==> config.mk <==
export PLATFORM = sky130hd
export DESIGN_NAME = core_irq_ack
export DESIGN_NICKNAME = d
export VERILOG_FILES = /design/src/rtl/core_irq_pkg.sv /design/src/rtl/cia_reg_decode.sv /design/src/rtl/cia_vec_state.sv /design/src/rtl/cia_prio_pick.sv /design/src/rtl/cia_ipi_gen.sv /design/src/rtl/core_irq_ack.sv
export SDC_FILE = /design/constraint.sdc
export NUM_CORES = 1
export LEC_CHECK = 0
export ABC_CLOCK_PERIOD_IN_PS = 5300
export BUFFER_PORTS_ARGS = -buffer_cell sky130_fd_sc_hd__buf_2
export CAP_MARGIN = 10
export CORE_ASPECT_RATIO = 1.25
export CORE_MARGIN = 2
export CORE_UTILIZATION = 40
export DETAILED_ROUTE_END_ITERATION = 12
export GPL_ROUTABILITY_DRIVEN = 0
export MAX_ROUTING_LAYER = met4
export PLACE_DENSITY = 0.62
export SYNTH_ARGS = -nofsm -noshare
export SYNTH_HDL_FRONTEND = slang
export SYNTH_HIERARCHICAL = 1
export SYNTH_SLANG_ARGS = --single-unit
==> constraint.sdc <==
create_clock -name clk_i -period 5.3 [get_ports clk_i]
set_clock_uncertainty 0.05 [all_clocks]
set_input_delay 0.795 -clock clk_i [delete_from_list [all_inputs] [get_ports clk_i]]
set_output_delay 0.795 -clock clk_i [all_outputs]
set_load 0.005 [all_outputs]
==> src/rtl/core_irq_pkg.sv <==
package core_irq_pkg;
  localparam int unsigned REG_ADDR_W = 12;

  localparam logic [REG_ADDR_W-1:0] OFF_CTRL   = 12'h000;
  localparam logic [REG_ADDR_W-1:0] OFF_IPI    = 12'h060;
  localparam logic [REG_ADDR_W-1:0] OFF_CLAIM  = 12'h06C;
  localparam logic [REG_ADDR_W-1:0] OFF_EN_SET = 12'h0A0;
  localparam logic [REG_ADDR_W-1:0] OFF_EN_CLR = 12'h0A4;
  localparam logic [REG_ADDR_W-1:0] OFF_EOI    = 12'h0B4;

  localparam logic [31:0] NONE_ID = 32'hFFFF_FFFF;

  localparam int unsigned IPI_ID_W   = 4;
  localparam int unsigned IPI_MASK_LSB = 8;

  typedef struct packed {
    logic ctrl_wr;
    logic ctrl_rd;
    logic ipi_wr;
    logic claim_rd;
    logic en_set;
    logic en_clr;
    logic eoi_wr;
  } reg_stb_t;
endpackage

==> src/rtl/cia_reg_decode.sv <==
module cia_reg_decode
  import core_irq_pkg::*;
(
  input  logic                  req_i,
  input  logic                  we_i,
  input  logic [REG_ADDR_W-1:0] addr_i,
  output reg_stb_t              stb_o
);
  logic wr, rd;
  assign wr = req_i & we_i;
  assign rd = req_i & ~we_i;

  always_comb begin
    stb_o          = '0;
    stb_o.ctrl_wr  = wr && (addr_i == OFF_CTRL);
    stb_o.ctrl_rd  = rd && (addr_i == OFF_CTRL);
    stb_o.ipi_wr   = wr && (addr_i == OFF_IPI);
    stb_o.claim_rd = rd && (addr_i == OFF_CLAIM);
    stb_o.en_set   = wr && (addr_i == OFF_EN_SET);
    stb_o.en_clr   = wr && (addr_i == OFF_EN_CLR);
    stb_o.eoi_wr   = wr && (addr_i == OFF_EOI);
  end
endmodule

==> src/rtl/cia_vec_state.sv <==
module cia_vec_state #(
  parameter int unsigned NUM_IRQ = 32,
  localparam int unsigned ID_W = $clog2(NUM_IRQ)
) (
  input  logic               clk_i,
  input  logic               rst_ni,
  input  logic               en_set_i,
  input  logic               en_clr_i,
  input  logic               eoi_i,
  input  logic [31:0]        wr_id_i,
  input  logic               claim_i,
  input  logic [ID_W-1:0]    claim_id_i,
  output logic [NUM_IRQ-1:0] en_o,
  output logic [NUM_IRQ-1:0] act_o
);
  logic [NUM_IRQ-1:0] en_q, act_q;
  logic               wr_ok;
  logic [ID_W-1:0]    wr_idx;

  // out-of-range numbers must not alias onto low IDs
  assign wr_ok  = wr_id_i < 32'(NUM_IRQ);
  assign wr_idx = wr_id_i[ID_W-1:0];

  for (genvar i = 0; i < NUM_IRQ; i++) begin : g_src
    logic hit;
    assign hit = wr_ok && (wr_idx == ID_W'(i));

    always_ff @(posedge clk_i or negedge rst_ni) begin
      if (!rst_ni) begin
        en_q[i]  <= 1'b0;
        act_q[i] <= 1'b0;
      end else begin
        if (en_set_i && hit)      en_q[i] <= 1'b1;
        else if (en_clr_i && hit) en_q[i] <= 1'b0;
        if (claim_i && claim_id_i == ID_W'(i)) act_q[i] <= 1'b1;
        else if (eoi_i && hit)                 act_q[i] <= 1'b0;
      end
    end

    assert_eoi_clears_R7: assert property (@(posedge clk_i) disable iff (!rst_ni)
      (eoi_i && wr_ok && wr_idx == ID_W'(i) && !claim_i) |=> !act_q[i]);
    assert_enable_sets_R3: assert property (@(posedge clk_i) disable iff (!rst_ni)
      (en_set_i && wr_ok && wr_idx == ID_W'(i)) |=> en_q[i]);
  end

  assert_take_needs_claim_R5: assert property (@(posedge clk_i) disable iff (!rst_ni)
    ((act_q & ~$past(act_q)) != '0) |-> $past(claim_i));
  assert_take_single_R5: assert property (@(posedge clk_i) disable iff (!rst_ni)
    $onehot0(act_q & ~$past(act_q)));

  assign en_o  = en_q;
  assign act_o = act_q;
endmodule

==> src/rtl/cia_prio_pick.sv <==
module cia_prio_pick #(
  parameter int unsigned N = 32,
  localparam int unsigned ID_W = $clog2(N)
) (
  input  logic [N-1:0]    vec_i,
  output logic            found_o,
  output logic [ID_W-1:0] id_o
);
  // descending scan: the last hit is the lowest index
  always_comb begin
    found_o = 1'b0;
    id_o    = '0;
    for (int i = N - 1; i >= 0; i--) begin
      if (vec_i[i]) begin
        found_o = 1'b1;
        id_o    = ID_W'(i);
      end
    end
  end
endmodule

==> src/rtl/cia_ipi_gen.sv <==
module cia_ipi_gen
  import core_irq_pkg::*;
#(
  parameter int unsigned NUM_CORES = 4
) (
  input  logic                 clk_i,
  input  logic                 rst_ni,
  input  logic                 fire_i,
  input  logic [IPI_ID_W-1:0]  id_i,
  input  logic [NUM_CORES-1:0] mask_i,
  output logic                 req_o,
  output logic [IPI_ID_W-1:0]  id_o,
  output logic [NUM_CORES-1:0] mask_o
);
  always_ff @(posedge clk_i or negedge rst_ni) begin
    if (!rst_ni) begin
      req_o  <= 1'b0;
      id_o   <= '0;
      mask_o <= '0;
    end else begin
      req_o <= fire_i;
      if (fire_i) begin
        id_o   <= id_i;
        mask_o <= mask_i;
      end
    end
  end
endmodule

==> src/rtl/core_irq_ack.sv <==
module core_irq_ack
  import core_irq_pkg::*;
#(
  parameter int unsigned NUM_IRQ   = 32,
  parameter int unsigned NUM_CORES = 4,
  localparam int unsigned ID_W     = $clog2(NUM_IRQ)
) (
  input  logic                  clk_i,
  input  logic                  rst_ni,
  input  logic                  reg_req_i,
  input  logic                  reg_we_i,
  input  logic [REG_ADDR_W-1:0] reg_addr_i,
  input  logic [31:0]           reg_wdata_i,
  output logic [31:0]           reg_rdata_o,
  input  logic [NUM_IRQ-1:0]    pend_i,
  output logic                  irq_o,
  output logic                  ipi_req_o,
  output logic [IPI_ID_W-1:0]   ipi_id_o,
  output logic [NUM_CORES-1:0]  ipi_mask_o
);
  reg_stb_t           stb;
  logic               ctrl_en_q;
  logic [NUM_IRQ-1:0] en_vec, act_vec, ready;
  logic               found;
  logic [ID_W-1:0]    pick_id;
  logic               claim_take;

  cia_reg_decode u_dec (
    .req_i  (reg_req_i),
    .we_i   (reg_we_i),
    .addr_i (reg_addr_i),
    .stb_o  (stb)
  );

  always_ff @(posedge clk_i or negedge rst_ni) begin
    if (!rst_ni)          ctrl_en_q <= 1'b0;
    else if (stb.ctrl_wr) ctrl_en_q <= reg_wdata_i[0];
  end

  assign ready = ctrl_en_q ? (pend_i & en_vec & ~act_vec) : '0;

  cia_prio_pick #(.N(NUM_IRQ)) u_pick (
    .vec_i   (ready),
    .found_o (found),
    .id_o    (pick_id)
  );

  assign claim_take = stb.claim_rd & found;

  cia_vec_state #(.NUM_IRQ(NUM_IRQ)) u_state (
    .clk_i      (clk_i),
    .rst_ni     (rst_ni),
    .en_set_i   (stb.en_set),
    .en_clr_i   (stb.en_clr),
    .eoi_i      (stb.eoi_wr),
    .wr_id_i    (reg_wdata_i),
    .claim_i    (claim_take),
    .claim_id_i (pick_id),
    .en_o       (en_vec),
    .act_o      (act_vec)
  );

  cia_ipi_gen #(.NUM_CORES(NUM_CORES)) u_ipi (
    .clk_i  (clk_i),
    .rst_ni (rst_ni),
    .fire_i (stb.ipi_wr & ctrl_en_q),
    .id_i   (reg_wdata_i[IPI_ID_W-1:0]),
    .mask_i (reg_wdata_i[IPI_MASK_LSB +: NUM_CORES]),
    .req_o  (ipi_req_o),
    .id_o   (ipi_id_o),
    .mask_o (ipi_mask_o)
  );

  assign irq_o = found;

  always_comb begin
    reg_rdata_o = '0;
    if (stb.claim_rd)     reg_rdata_o = found ? 32'(pick_id) : NONE_ID;
    else if (stb.ctrl_rd) reg_rdata_o = {31'b0, ctrl_en_q};
  end

  logic [NUM_IRQ-1:0] below_pick;
  assign below_pick = (NUM_IRQ'(1) << pick_id) - NUM_IRQ'(1);

  assert_pick_lowest_R5: assert property (@(posedge clk_i) disable iff (!rst_ni)
    found |-> (pend_i[pick_id] && en_vec[pick_id] && !act_vec[pick_id]
               && ((pend_i & en_vec & ~act_vec & below_pick) == '0)));
  assert_off_quiet_R2: assert property (@(posedge clk_i) disable iff (!rst_ni)
    !ctrl_en_q |-> (!irq_o && !claim_take));
  assert_none_reads_ones_R6: assert property (@(posedge clk_i) disable iff (!rst_ni)
    (stb.claim_rd && !irq_o) |-> (reg_rdata_o == NONE_ID));
  assert_ipi_gated_R9: assert property (@(posedge clk_i) disable iff (!rst_ni)
    ipi_req_o |-> ($past(ctrl_en_q) && $past(reg_req_i && reg_we_i)));
endmodule

# ---- After elaboration in Yosys (flattened, before gate mapping)
# Cells that the tools add are included.
dict set report classes {
  order_cmp 1
  n_eq_ne 67
  mux 196
  n_bitwise 8
  reduce_logical 234
}
# op n
set ops {}
lappend ops {{$logic_and 1x1->1} 167}
lappend ops {{$mux 1} 161}
lappend ops {{$eq 5x5->1 const B} 32}
lappend ops {{$mux 5} 32}
lappend ops {{$reduce_bool 2->1} 64}
lappend ops {{$mux 32} 3}
lappend ops {{$eq 5x4->1 const B} 16}
lappend ops {{$and 32x32->32} 2}
lappend ops {{$eq 5x3->1 const B} 8}
lappend ops {{$eq 12x8->1 const B} 3}
lappend ops {{$lt 32x6->1 const B} 1}
lappend ops {{$not 32->32} 1}
lappend ops {{$eq 12x7->1 const B} 2}
lappend ops {{$eq 5x2->1 const B} 4}
lappend ops {{$logic_not 12->1} 1}
lappend ops {{$eq 5x1->1 const B} 2}
lappend ops {{$logic_not 5->1} 2}
lappend ops {{$and 1x1->1} 4}
lappend ops {{$not 1->1} 1}
dict set report word_totals {
  register_bits 74
  input_bits 80
  out_inout_bits 42
  word_cells 574
}

# ---- Logic depth before layout (Yosys ltp)
# Gate-level depths: netlist (run 1).
dict set report depth {
  word_depth 38
  mapped_depth 11
  ltp_nobuf 9
}

# ---- By module
# Netlist (run 1), hierarchy kept.
# mod instances cells_each area_each_um2 seq_area_each_um2
set by_module_without_submodules {}
lappend by_module_without_submodules {cia_vec_state 1 266 2919.0 1601.5}
lappend by_module_without_submodules {core_irq_ack 1 77 670.6 25.0}
lappend by_module_without_submodules {cia_prio_pick 1 65 370.4 0.0}
lappend by_module_without_submodules {cia_ipi_gen 1 18 356.6 225.2}
lappend by_module_without_submodules {cia_reg_decode 1 19 137.6 0.0}

# ---- Worst setup path after synthesis (run 1)
# Ideal clock, no wire load.
dict set report synth_timing {
  path_type {input to output}
  startpoint {in reg_addr_i[9]}
  endpoint {out reg_rdata_o[10]}
  arrival_time_ns 3.293
  required_ns 4.455
  setup_slack_ns 1.162
  stages 5
  n_path_buf 2
  cell_sequence {or4_1 buf_2 nor4_1 nor2b_1 buf_4}
}
# element line_no
set synth_lines {}
lappend synth_lines {{start, declared} core_irq_ack.sv:12} ;# input logic [REG_ADDR_W-1:0] reg_addr_i,
lappend synth_lines {{end, declared} core_irq_ack.sv:14} ;# output logic [31:0] reg_rdata_o,

# ---- Worst setup path in the final report (run 1)
dict set report layout_timing {
  startpoint {reg ctrl_en_q}
  endpoint {out reg_rdata_o[4]}
}
dict set report layout_between {
  word_cells_on_any_way 67
  cone_classes {mux: 67}
}
# element line_no
set layout_lines {}
lappend layout_lines {{start, declared} core_irq_ack.sv:22} ;# logic ctrl_en_q;
lappend layout_lines {{start signal, assigned} core_irq_ack.sv:37} ;# else if (stb.ctrl_wr) ctrl_en_q <= reg_wdata_i[0];
lappend layout_lines {{$mux 32} core_irq_ack.sv:40} ;# assign ready = ctrl_en_q ? (pend_i & en_vec & ~act_vec) : '0;
lappend layout_lines {{net ready[3]} core_irq_ack.sv:23} ;# logic [NUM_IRQ-1:0] en_vec, act_vec, ready;
lappend layout_lines {{$mux 5 (4 in a row)} cia_prio_pick.sv:14} ;# if (vec_i[i]) begin
lappend layout_lines {{net pick_id[4]} core_irq_ack.sv:25} ;# logic [ID_W-1:0] pick_id;
lappend layout_lines {{$mux 32 (2 in a row)} core_irq_ack.sv:78} ;# if (stb.claim_rd) reg_rdata_o = found ? 32'(pick_id) : NONE_ID;
# The timed path passes the listed nets, and every way through them passes these cells.

==> results of run 1 <==
## cell usage after synthesis, drive strengths merged
cell type  instances
a2111oi            2
a21boi             4
a21oi              9
a221oi             1
a31o               1
a31oi              1
and2               3
and2b              1
and3               1
and3b              3
and4b             32
buf               31
clkbuf             9
dfrtp             74
inv               11
mux2               9
nand2             16
nand2b             5
nand3              7
nand3b             3
nand4             11
nand4b             3
nor2              16
nor2b              4
nor3               8
nor3b              5
nor4              18
nor4b              1
o2111ai            1
o21a               1
o21ai             64
o311ai             2
o31ai             70
or2                9
or4                6
or4bb              3
## cells by family after synthesis
| logic type | share of synthesized area, % |
|---|---|
| mux | 2.950 |
| simple gates | 25.93 |
| compound gates | 22.36 |
| buf+inv | 7.191 |
| flops | 41.57 |
## per-stage QoR
stage | worst slack (ns) | area [sq um] | utilization [%] | hold slack (ns)
floorplan | 1.162 | 4454 | - | 0.4116
global placement | 1.456 | 5002 | 45.58 | 0.4262
detailed placement | 1.453 | 5002 | 45.58 | 0.4380
CTS | 1.055 | 5286 | 48.16 | 0.4508
global route | 0.6900 | 5286 | 48.16 | 0.4695
finish | 1.036 | 5286 | 48.16 | 0.4452
## layout make-up
| class | instances | area, sq um | share of cell area, % |
|---|---|---|---|
| Multi-Input combinational cell | 320 | 2282 | 43.17 |
| Sequential cell | 74 | 1852 | 35.03 |
| Timing Repair Buffer | 128 | 658.1 | 12.45 |
| Clock buffer | 14 | 274.0 | 5.183 |
| Tap cell | 135 | 168.9 | 3.195 |
| Inverter | 11 | 41.29 | 0.7811 |
| Clock inverter | 2 | 10.01 | 0.1893 |
## worst min path at each step
stage               cells after the start              start  slack [ns]                 to
floorplan                               2  u_state/act_o[16]        0.41  u_state/act_o[16]
global placement                        2   u_state/act_o[2]        0.43   u_state/act_o[2]
detailed placement                      1    u_ipi/mask_o[0]        0.44    u_ipi/mask_o[0]
CTS                                     2    u_state/en_o[3]        0.45    u_state/en_o[3]
global route                            2    u_state/en_o[1]        0.47    u_state/en_o[1]
finish                                  2    u_state/en_o[3]        0.45    u_state/en_o[3]
## critical path, cell delays in order (launching register included)
cell and delay [ns]:
dfrtp_1 0.73, and4b_2 0.50, nor4_1 0.48, nand3_1 0.20, nor3b_1 0.61, inv_1 0.08
a21boi_0 0.28, buf_2 0.18
## report_power, final
group          switching (mW)  total, mW  internal [mW]
logic                  0.0335     0.0600         0.0264
registers            0.000157      0.565          0.565
clock network           0.224      0.578          0.354
total                   0.258       1.20          0.946
## sequential cells by signal (all words and copies together) (netlist names)
name and cells:
ctrl_en_q 1, u_ipi/mask_o 4, u_ipi/req_o 1, u_state/act_o 32, u_ipi/id_o 4, u_state/en_o 32
## per-layer routing
| metal | track usage (%) | up-vias |
|---|---|---|
| met5 | - | - |
| met4 | 9.161 | 0 |
| li1 | - | 1933 |
| met2 | 37.71 | 198 |
| met1 | 29.94 | 1966 |
| met3 | 4.131 | 26 |
==> results.sh, run 1 <==
export IMPL_status="finished, final reports clean"
export IMPL_wl_met2_um=6456
export IMPL_cts_clk_slew_worst_paths_ns=0.05
export IMPL_fillers=1063
export IMPL_p_leak_nw=2.442
export IMPL_final_cells=684
export IMPL_critPathArrivalTime_ns=3.42
export IMPL_clock_sinks=74
export IMPL_r2r_start="ctrl_en_q"
export IMPL_fp_dieW_um=98.39
export IMPL_antenna_left=0
export IMPL_wl_per_cell_um=19.82
export IMPL_cp_start_kind="flop"
export IMPL_final_hold_viol_count=0
export IMPL_fp_dieArea_sq_um=12000
export IMPL_reg2reg_slack_ns=1.92
export IMPL_drive_above_1_share_pct=31.51
export IMPL_rsz0062_at_grt="false"
export IMPL_endpoint="reg_rdata_o[4]"
export IMPL_first_iter_violations=326
export IMPL_h_tree_depth=3
export IMPL_place_inst=668
export IMPL_critPathCaptureType="primary output"
export IMPL_period_minus_slack_ns=4.264
export IMPL_insertion_delay_ns=0.34
export IMPL_antenna_cells=0
export IMPL_dpl_hpwl_um=9643
export IMPL_r2r_end="u_state/act_o[9]"
export IMPL_max_freq_ghz=0.2345
export IMPL_first_pass_iters=5
export IMPL_syn_num_nets=525
export IMPL_wirelength_um=13560
export IMPL_worst_pin_slew_ns=0.9646
export IMPL_critPathMaxFanout=35
export IMPL_slew_headroom_pct=35.69
export IMPL_tns_ns=0
export IMPL_clk_path_buf_depth=2
export IMPL_netlist_area_leader_share_pct=41.57
export IMPL_synth_area_top_cells="dfrtp_1 (42%), o31ai_1 (12%), and4b_1 (6.1%), o21ai_0 (5.7%), buf_4 (4.4%)"
export IMPL_drcViolationCount=0
export IMPL_drt_met1_wl_um=5714
export IMPL_rows=43
export IMPL_grt_ovfl_total=0
export IMPL_cts_resized_gates=0
export IMPL_p_total_mw=1.204
export IMPL_min_path_type="reg -> reg"
export IMPL_cts_buffers=9
export IMPL_grt_max_degree=75
export IMPL_grt_pass1_vias=3994
export IMPL_post_route_period_util_pct=80.45
export IMPL_core_sq_um=10980
export IMPL_layout_common_cells="buf_2 (121), dfrtp_1 (74), o31ai_1 (70)"
export IMPL_antenna_found_initial=0
export IMPL_setup_violations=0
export IMPL_grt_pass1_wl_um=21090
export IMPL_cp_required_ns=4.45
export IMPL_met3_length_um=1024
export IMPL_ys_warn_count=6
export IMPL_drv_cap=0
export IMPL_ctsHoldBuffers=0
export IMPL_vdd_drop_max_mv=0.1517
export IMPL_nets=624
export IMPL_yosysUniqueCellTypes=48
export IMPL_area_growth_pct=18.68
export IMPL_start_util_pct=40.58
export IMPL_top_layer_used="met4"
export IMPL_die_h_um=122.0
export IMPL_p_per_area_nw_per_um2=227.7
export IMPL_synth_seq_cells=74
export IMPL_drv_slew=0
export IMPL_grt_usage_pct=23.57
export IMPL_path_class="reg -> out"
export IMPL_num_vias=4123
export IMPL_cts_setup_buffers=0
export IMPL_synth_area_sq_um=4454
export IMPL_io_pins=122
export IMPL_routed_via_density=6.028
export IMPL_mostFrequentLayoutCell="buf_2"
export IMPL_avgSynthCellArea_sq_um=10.01
export IMPL_clockRootBuffer="clkbuf_16"
export IMPL_yosys_area_top_type="dfrtp_1"
export IMPL_io_buffers=121
export IMPL_seq_area_frac_synth_pct=41.57
export IMPL_synthCells=445
export IMPL_cts_tree="done"
export IMPL_r2r_cells=9
export IMPL_crit_start="ctrl_en_q"
Note: power is estimated with default switching activity, not from simulation.
==> run 2: changes to the inputs <==
ABC_AREA = 1   (was default)
ABC_CLOCK_PERIOD_IN_PS = 3600   (was 5300)
PLACE_DENSITY = 0.63   (was 0.62)
clock period = 3.6 ns   (was 5.3 ns; I/O delays follow)
==> results.sh, run 2 <==
export IMPL_fillers=1303
export IMPL_multi_input_area_sq_um=2590
export IMPL_path_buf_inv=4
export IMPL_intPower_mw=1.422
export IMPL_post_route_period_util_pct=98.00
export IMPL_crit_top_cell="nand2_1"
export IMPL_start_util_pct=41.03
export IMPL_clockRootBuffer="clkbuf_16"
export IMPL_first_pass_iters=5
export IMPL_seq_area_frac_synth_pct=37.11
export IMPL_p_seq_share_pct=45.6
export IMPL_cts_tree="done"
export IMPL_top_usage_layer="met2"
export IMPL_crit_family="simple AND/OR/NAND/NOR gates"
export IMPL_ys_warn_count=6
export IMPL_grt_pass1_vias=4682
export IMPL_antenna_cells=0
export IMPL_fin_area_sq_um=5848
export IMPL_first_iter_violations=351
export IMPL_grt_max_degree=97
export IMPL_critical_path_max_stage_delay_ns=0.38
export IMPL_area_growth_pct=17.20
export IMPL_wirelength_um=13880
export IMPL_critPathMaxFanout=8
export IMPL_synth_seq_cells=74
export IMPL_swShare_pct=22.13
export IMPL_p_leak_nw=3.192
export IMPL_worst_pin_slew_ns=0.9793
export IMPL_cts_clk_slew_worst_paths_ns=0.06
export IMPL_core_sq_um=12160
export IMPL_cp_start_kind="flop"
export IMPL_synth_area_sq_um=4990
export IMPL_fp_dieArea_sq_um=13390
export IMPL_num_vias=4934
export IMPL_yosysMostFrequentCell="nand2_1"
export IMPL_whs_ns=0.3061
export IMPL_seqCellArea_sq_um=1852
export IMPL_clock_sinks=74
export IMPL_fp_dieW_um=103.9
export IMPL_grt_ovfl_total=0
export IMPL_p_total_mw=1.826
export IMPL_wl_per_cell_um=13.74
export IMPL_routed_via_density=4.885
export IMPL_power_share_combinational_pct=5.7
export IMPL_p_per_area_nw_per_um2=312.2
export IMPL_grt_usage_pct=22.05
export IMPL_final_hold_viol_count=0
export IMPL_setup_violations=0
export IMPL_mostFrequentLayoutCell="nand2_1"
export IMPL_cp_required_ns=3.01
export IMPL_cts_buffers=9
export IMPL_placed_area_sq_um=5524
export IMPL_drv_cap=0
export IMPL_yosysUniqueCellTypes=27
export IMPL_async_reset_ff_share_pct=100.0
export IMPL_critPathCaptureType="primary output"
export IMPL_drv_slew=0
export IMPL_rows=45
export IMPL_path_class="reg -> out"
export IMPL_rsz0062_at_grt="true"
export IMPL_crit_slowest_cell="dfrtp_1"
export IMPL_syn_num_nets=834
export IMPL_synth_edff_count=0
export IMPL_insertion_delay_ns=0.34
export IMPL_vdd_drop_max_mv=0.2040
export IMPL_power_switching_mw=0.4039
export IMPL_netlist_area_leader_share_pct=37.11
export IMPL_drcViolationCount=0
export IMPL_grtUsageMet2_pct=37.69
export IMPL_grt_pass1_wl_um=22910
export IMPL_status="finished, final reports clean"
export IMPL_io_pins=122
export IMPL_slew_headroom_pct=34.71
export IMPL_avgSynthCellArea_sq_um=6.618
export IMPL_h_tree_depth=3
export IMPL_met1_usage_pct=27.02
export IMPL_clk_path_buf_depth=2
export IMPL_ys_flop_type="dfrtp_1"
export IMPL_drive_above_1_share_pct=22.10
export IMPL_min_path_type="in -> async"
export IMPL_antenna_left=0
export IMPL_io_buffers=121
export IMPL_antenna_found_initial=0
export IMPL_critPathArrivalTime_ns=2.94
export IMPL_yosys_area_top_type="dfrtp_1"
export IMPL_clkPwrFrac_pct=48.7
export IMPL_grtUsageMet3_pct=3.040
export IMPL_period_minus_slack_ns=3.528
export IMPL_layout_common_cells="nand2_1 (304), buf_2 (120), nand3_1 (103)"
export IMPL_nets=922
export IMPL_dpl_hpwl_um=10420
export IMPL_max_freq_ghz=0.2835
export IMPL_synth_area_top_cells="dfrtp_1 (37%), nand2_1 (23%), nand3_1 (10%), nor2_1 (6.5%), nor3_2 (5.4%)"
export IMPL_synthTopCellsByCount="nand2_1 (304), nand3_1 (103), nor2_1 (87), dfrtp_1 (74), inv_1 (54)"
export IMPL_die_h_um=128.9
export IMPL_synthCells=754
## run 2: layout make-up
| class | instances | share of cell area [%] |
|---|---|---|
| Multi-Input combinational cell | 566 | 44.29 |
| Timing Repair Buffer | 131 | 11.75 |
| Inverter | 60 | 3.894 |
| Clock buffer | 12 | 4.215 |
| Clock inverter | 3 | 0.6846 |
| Tap cell | 164 | 3.509 |
| Sequential cell | 74 | 31.66 |
## run 2: power by group through the flow
stage          clock network [mW]  registers [mW]  logic [mW]
6_report                    0.890           0.832       0.104
5_1_grt                     0.940           0.832       0.118
3_3_place_gp                    0           0.847       0.105
2_1_floorplan                   0           0.848      0.0315
4_1_cts                     0.908           0.832       0.105
3_5_place_dp                    0           0.847       0.105
## run 2: metal layers
layer	wire, um	vias to the layer above
met5	0	-
met4	290	0
met3	748	25
met2	6725	179
met1	6117	2199
li1	-	2531
## run 2: cell families (layout without fill, tap and decap cells)
logic type / count (synthesis) / after routing / share of synthesized area, %
AO/OA/AOI/OAI: 15 / 15 / 1.831
buffers and inverters: 114 / 206 / 11.76
flip-flops: 74 / 74 / 37.11
AND/OR/NAND/NOR: 551 / 551 / 49.30
## run 2: stage by stage
step | setup WS (ns) | instances | util [%] | TNS [ns]
floorplan | 0.2431 | 754 | - | 0
global placement | 0.2157 | 994 | 45.42 | 0
detailed placement | 0.2272 | 994 | 45.42 | 0
CTS | 0.008300 | 1009 | 47.90 | 0
global route | -0.3254 | 1010 | 48.09 | -4.248
finish | 0.07211 | 1010 | 48.09 | 0
## run 2: what timing repair did
item / CTS / global route
buffers inserted: 0 / 1
pin swaps: 0 / 0
endpoints found under the setup margin: 1 / 33
gates resized for setup: 3 / 3
hold buffers: 0 / 0
## run 2: worst reg2reg max path: cells and delay by family (launching register included)
family                 cells  cell delay (ns)
flip-flops                 1             0.38
AO/OA/AOI/OAI              1             0.06
AND/OR/NAND/NOR           34             2.23
buffers and inverters      4             0.37
## run 2: path summary, 6_finish.rpt
path	end	cells after the start	from	slack, ns
setup / recovery	reg_rdata_o[0]	37	ctrl_en_q	0.07
hold / removal	u_ipi/mask_o[0]	1	rst_ni	0.31
setup reg to reg	u_state/act_o[6]	39	ctrl_en_q	0.48
hold reg to reg	u_ipi/id_o[3]	2	u_ipi/id_o[3]	0.41
max in group asynchronous	u_state/en_o[13]	1	rst_ni	2.56
min in group clk_i	u_ipi/mask_o[2]	3	reg_wdata_i[10]	0.37
